`src/rtl/pcr_pkg.sv`:
```
package pcr_pkg;
    typedef struct packed {
        logic smod1;
        logic smod0;
        logic rsvd;
        logic pof;
        logic gf1;
        logic gf0;
        logic pd;
        logic idl;
    } pcr_bits_t;

    localparam int PCR_W = $bits(pcr_bits_t);
endpackage

```
`src/rtl/pcr_decode.sv`:
```
module pcr_decode #(
    parameter int              ADDR_W   = 8,
    parameter logic [ADDR_W-1:0] REG_ADDR = 8'h87
) (
    input  logic [ADDR_W-1:0] addr,
    input  logic              wr,
    output logic              hit,
    output logic              wr_hit
);
    always_comb begin
        hit    = (addr == REG_ADDR);
        wr_hit = wr && hit;
    end
endmodule

```
`src/rtl/pcr_core.sv`:
```
module pcr_core
    import pcr_pkg::*;
(
    input  logic             clk,
    input  logic             por,
    input  logic             sys_rst,
    input  logic             wake_irq,
    input  logic             wr_hit,
    input  logic [PCR_W-1:0] wdata,
    output pcr_bits_t        st
);
    pcr_bits_t st_d, st_q;

    always_comb begin
        st_d = st_q;
        if (wr_hit) begin
            st_d = pcr_bits_t'(wdata);
        end
        if (wake_irq) begin
            st_d.idl = 1'b0;
        end
        st_d.rsvd = 1'b0;
        if (sys_rst) begin
            st_d     = '0;
            st_d.pof = st_q.pof;
        end
        if (por) begin
            st_d     = '0;
            st_d.pof = 1'b1;
        end
    end

    always_ff @(posedge clk) begin
        st_q <= st_d;
    end

    assign st = st_q;

    // a warm reset keeps the power-off flag
    p_warm_keeps_pof_r3: assert property (@(posedge clk) disable iff (por)
        sys_rst |=> (st_q.pof == $past(st_q.pof)));

    // a warm reset clears every other bit
    p_warm_clears_r3: assert property (@(posedge clk) disable iff (por)
        sys_rst |=> ((st_q & 8'hEF) == 8'h00));

    // a wake clears the idle bit, even against a same-cycle write
    p_wake_clears_idl_r6: assert property (@(posedge clk) disable iff (por)
        wake_irq |=> !st_q.idl);

    // without a write, wake or reset, the state holds
    p_hold_r1: assert property (@(posedge clk) disable iff (por)
        (!wr_hit && !wake_irq && !sys_rst) |=> $stable(st_q));
endmodule

```
`src/rtl/pwr_ctl_sfr.sv`:
```
module pwr_ctl_sfr
    import pcr_pkg::*;
#(
    parameter int              ADDR_W   = 8,
    parameter logic [ADDR_W-1:0] REG_ADDR = 8'h87
) (
    input  logic              clk,
    input  logic              por,
    input  logic              sys_rst,
    input  logic              wake_irq,
    input  logic [ADDR_W-1:0] sfr_addr,
    input  logic              sfr_wr,
    input  logic [PCR_W-1:0]  sfr_wdata,
    output logic [PCR_W-1:0]  sfr_rdata,
    output logic              idle_req,
    output logic              pd_req,
    output logic              smod_dbl,
    output logic              smod_fe,
    output logic [1:0]        gp_flag
);
    logic      hit, wr_hit;
    pcr_bits_t st;

    pcr_decode #(.ADDR_W(ADDR_W), .REG_ADDR(REG_ADDR)) u_dec (
        .addr   (sfr_addr),
        .wr     (sfr_wr),
        .hit    (hit),
        .wr_hit (wr_hit)
    );

    pcr_core u_core (
        .clk      (clk),
        .por      (por),
        .sys_rst  (sys_rst),
        .wake_irq (wake_irq),
        .wr_hit   (wr_hit),
        .wdata    (sfr_wdata),
        .st       (st)
    );

    always_comb begin
        sfr_rdata = hit ? PCR_W'(st) : '0;
        pd_req    = st.pd;
        idle_req  = st.idl && !st.pd;
        smod_dbl  = st.smod1;
        smod_fe   = st.smod0;
        gp_flag   = {st.gf1, st.gf0};
    end

    // the two mode requests are never high together
    p_pd_over_idle_r8: assert property (@(posedge clk) disable iff (por)
        !(pd_req && idle_req));

    // the reserved bit always reads as zero
    p_rsvd_zero_r5: assert property (@(posedge clk) disable iff (por)
        sfr_rdata[5] == 1'b0);

    // a read of another address returns zero
    p_miss_reads_zero_r1: assert property (@(posedge clk) disable iff (por)
        !hit |-> (sfr_rdata == '0));
endmodule

```
`config.mk`:
```
export PLATFORM = sky130hd
export DESIGN_NAME = pwr_ctl_sfr
export DESIGN_NICKNAME = d
export VERILOG_FILES = /design/src/rtl/pcr_pkg.sv /design/src/rtl/pcr_decode.sv /design/src/rtl/pcr_core.sv /design/src/rtl/pwr_ctl_sfr.sv
export SDC_FILE = /design/constraint.sdc
export NUM_CORES = 1
export LEC_CHECK = 0
export BUFFER_PORTS_ARGS = -buffer_cell sky130_fd_sc_hd__clkbuf_2
export CAP_MARGIN = 5
export CORE_MARGIN = 3
export CORE_UTILIZATION = 34
export CTS_BUF_LIST = sky130_fd_sc_hd__clkbuf_8
export DETAILED_ROUTE_END_ITERATION = 16
export MAX_ROUTING_LAYER = met4
export PLACE_DENSITY = 0.73
export SYNTH_ARGS = -nofsm -noshare
export SYNTH_HDL_FRONTEND = slang
export SYNTH_SLANG_ARGS = --single-unit
```
`constraint.sdc`:
```
create_clock -name clk -period 1 [get_ports clk]
set_input_delay 0.05 -clock clk [delete_from_list [all_inputs] [get_ports clk]]
set_output_delay 0.05 -clock clk [all_outputs]
set_load 0.005 [all_outputs]
```
==> results.cfg <==
[run_status]
status = complete, but fails checks
failed_checks = setup timing

[grt]
grt-ovfl-total = 0
grt_pass1_vias = 412
grt_max_degree = 13
grt_first_pass_wirelength_um = 1750
grt_usage_pct = 14.0
grt_antenna_before_repair = 0

[yosys]
syn_nets = 71
postSynthAreaPerCell_um2 = 8.98
synth.yosys.seq_area_share_pct = 31.2
yosysWarningCount = 0
synth_cells = 50
yosys_register_bits = 7
synthesis.area_um2 = 449
yosysUniqueCellTypes = 20

[timing]
fmax_mhz = 990
whs_ns = 0.0719
rsz0062_at_grt = true
setup_viol = 2
fin_skew_ns = 0
timing.final.crit_share_pct = 101
min_period_ns = 1.01
hold_viol_final = 0
final-max-slew-violation-count = 0
fin_ws_ns = -0.00972

[final_layout]
synthToLayoutAreaGrowth_pct = 63.2
largest_reg_flops = 7
fill_cells = 105
final_layout_size_suffix_gt1_share_pct = 54.7
final_common_cell = clkbuf_2
diodes = 0
final_cell_mix = clkbuf_2 (29), dfxtp_1 (7), nand4_1 (6), buf_4 (6)
nets = 108
instances_no_fill = 100

[critical_path]
critPathSlowestCell = or4b_4
crit_chain = buf_6 > or4b_4 > o31ai_1 > a211oi_1
r2r_end = u_core.st[0]$_SDFFE_PP0P_
reg2reg_from = u_core.st[0]$_SDFFE_PP0P_
cp-startpoint = sfr_addr[6]
r2r_slack_ns = 0.08
setup.worst_path.class = in2reg
startpoint_type = primary input
crit_fanout = 7
max_stage_delay_ns = 0.60
endpoint = u_core.st[6]$_SDFFE_PP0P_
crit_required_ns = 1.10
worst_r2r_path_depth = 2
critPathArrivalTime_ns = 1.11
endpoint_kind = register

[clock_network]
clk_pin_slew_ns = 0.04
clkLatencyLatePin_ns = 0.23
clock-root-buffer = clkbuf_8
cts.sinks = 7
cts_tree = yes
clock_path_buffers = 2
htreeDepth = 1
cts_buffers = 3
post_cts_buffers = 0

[power]
leakage_nw = 0.346
peakVddDrop_v = 0.000772
power.total_w = 0.000774
power_density_nw_per_um2 = 1060

[floorplan]
start_util_pct = 38.4
core_um2 = 1170
rows = 12
die_x_um = 42.3
fp.dieArea_um2 = 1790
dieHeight_um = 42.3
ios = 35

[drt]
drt.antenna.violating_nets = 0
vias_per_cell = 5.36
num_vias = 536
drt-initial-drc-count = 6
wl_um = 1320
drtPass1Iterations = 4
drc = 0
wl_per_cell_um = 13.2

[min_path]
min-delay-start = sfr_wdata[7]
hold_class = in2reg

[placement]
place_congestion = 0.836
hpwlAfterDp_um = 942
portBuffers = 32
dpl.cell_count = 94

[flow_run]
max_cap_viol_count = 0
routing by layer:
metal  vias up  global-route usage, %  wire length [um]
met4         0                   14.9                43
met5         -                      -                 0
li1        270                      -                 -
met3         4                   3.86               121
met2        31                   20.1               652
met1       231                   14.7               504
what timing repair did:
action,4_1_cts,5_1_grt
endpoints found under the hold margin,1,0
resized for setup,0,13
hold buffers,1,0
endpoints found under the setup margin,0,9
cells in the mapped netlist:
library cell / count / share of area [%]
nor4_4: 1 / 4.7
and4b_1: 1 / 2.2
and3_1: 7 / 9.7
o31ai_1: 6 / 10
nor4b_2: 1 / 3.3
conb_1: 1 / 0.83
buf_1: 1 / 0.83
nor2b_1: 1 / 1.4
clkbuf_1: 1 / 0.83
a2111oi_0: 1 / 2.0
inv_1: 1 / 0.83
buf_4: 3 / 5.0
mux2i_1: 1 / 2.2
buf_2: 2 / 2.2
or4b_1: 1 / 2.2
dfxtp_1: 7 / 31
nand4_1: 6 / 8.4
a211oi_1: 5 / 8.4
nor2_1: 2 / 1.7
nand4b_1: 1 / 2.0
final cells by class:
class | instances | area [um^2] | share of cell area (%)
Multi-Input combinational cell | 35 | 293 | 39.9
Clock inverter | 1 | 3.75 | 0.512
Tap cell | 14 | 17.5 | 2.39
Inverter | 1 | 3.75 | 0.512
Timing Repair Buffer | 39 | 234 | 31.9
Clock buffer | 3 | 41.3 | 5.63
Sequential cell | 7 | 140 | 19.1
worst min path at each step:
stage / slack, ns / endpoint / cells past startpoint
2_1_floorplan: 0.13 / u_core.st[1]$_SDFFE_PP0P_ / 1
3_3_place_gp: 0.22 / u_core.st[0]$_SDFFE_PP0P_ / 2
3_5_place_dp: 0.23 / u_core.st[0]$_SDFFE_PP0P_ / 2
4_1_cts: 0.07 / u_core.st[7]$_SDFFE_PP0P_ / 3
5_1_grt: 0.08 / u_core.st[7]$_SDFFE_PP0P_ / 3
6_report: 0.07 / u_core.st[7]$_SDFFE_PP0P_ / 3
critical path: cells and delay by family:
family	cells	cell delay [ns]
compound gates	2	0.36
simple gates	1	0.60
buf+inv	1	0.10
per-stage QoR:
| stage | util (%) | instance area, um^2 | setup slack (ns) | TNS, ns |
|---|---|---|---|---|
| floorplan | - | 459 | -0.119 | -0.732 |
| global placement | 53.6 | 628 | -0.189 | -1.23 |
| detailed placement | 53.6 | 628 | -0.204 | -1.34 |
| CTS | 58.3 | 683 | 0.000352 | 0 |
| global route | 62.6 | 733 | -0.0431 | -0.112 |
| finish | 62.6 | 733 | -0.00972 | -0.0188 |
report_power, final:
group | total, W | internal [W] | switching, W
Sequential | 0.000281 | 0.000281 | 0.0000000866
Clock | 0.000389 | 0.000265 | 0.000124
Combinational | 0.000104 | 0.0000522 | 0.0000517
Total | 0.000774 | 0.000598 | 0.000176
logic make-up (layout without fill, tap and decap cells):
kind of cell / count (synthesis) / count (layout) / share of synthesized area [%]
buf+inv: 8 / 44 / 9.75
flops: 7 / 7 / 31.2
simple gates: 21 / 21 / 35.7
mux: 1 / 1 / 2.23
other cells: 1 / 1 / 0.835
compound gates: 12 / 12 / 20.3
Note: power is estimated with default switching activity, not from simulation.
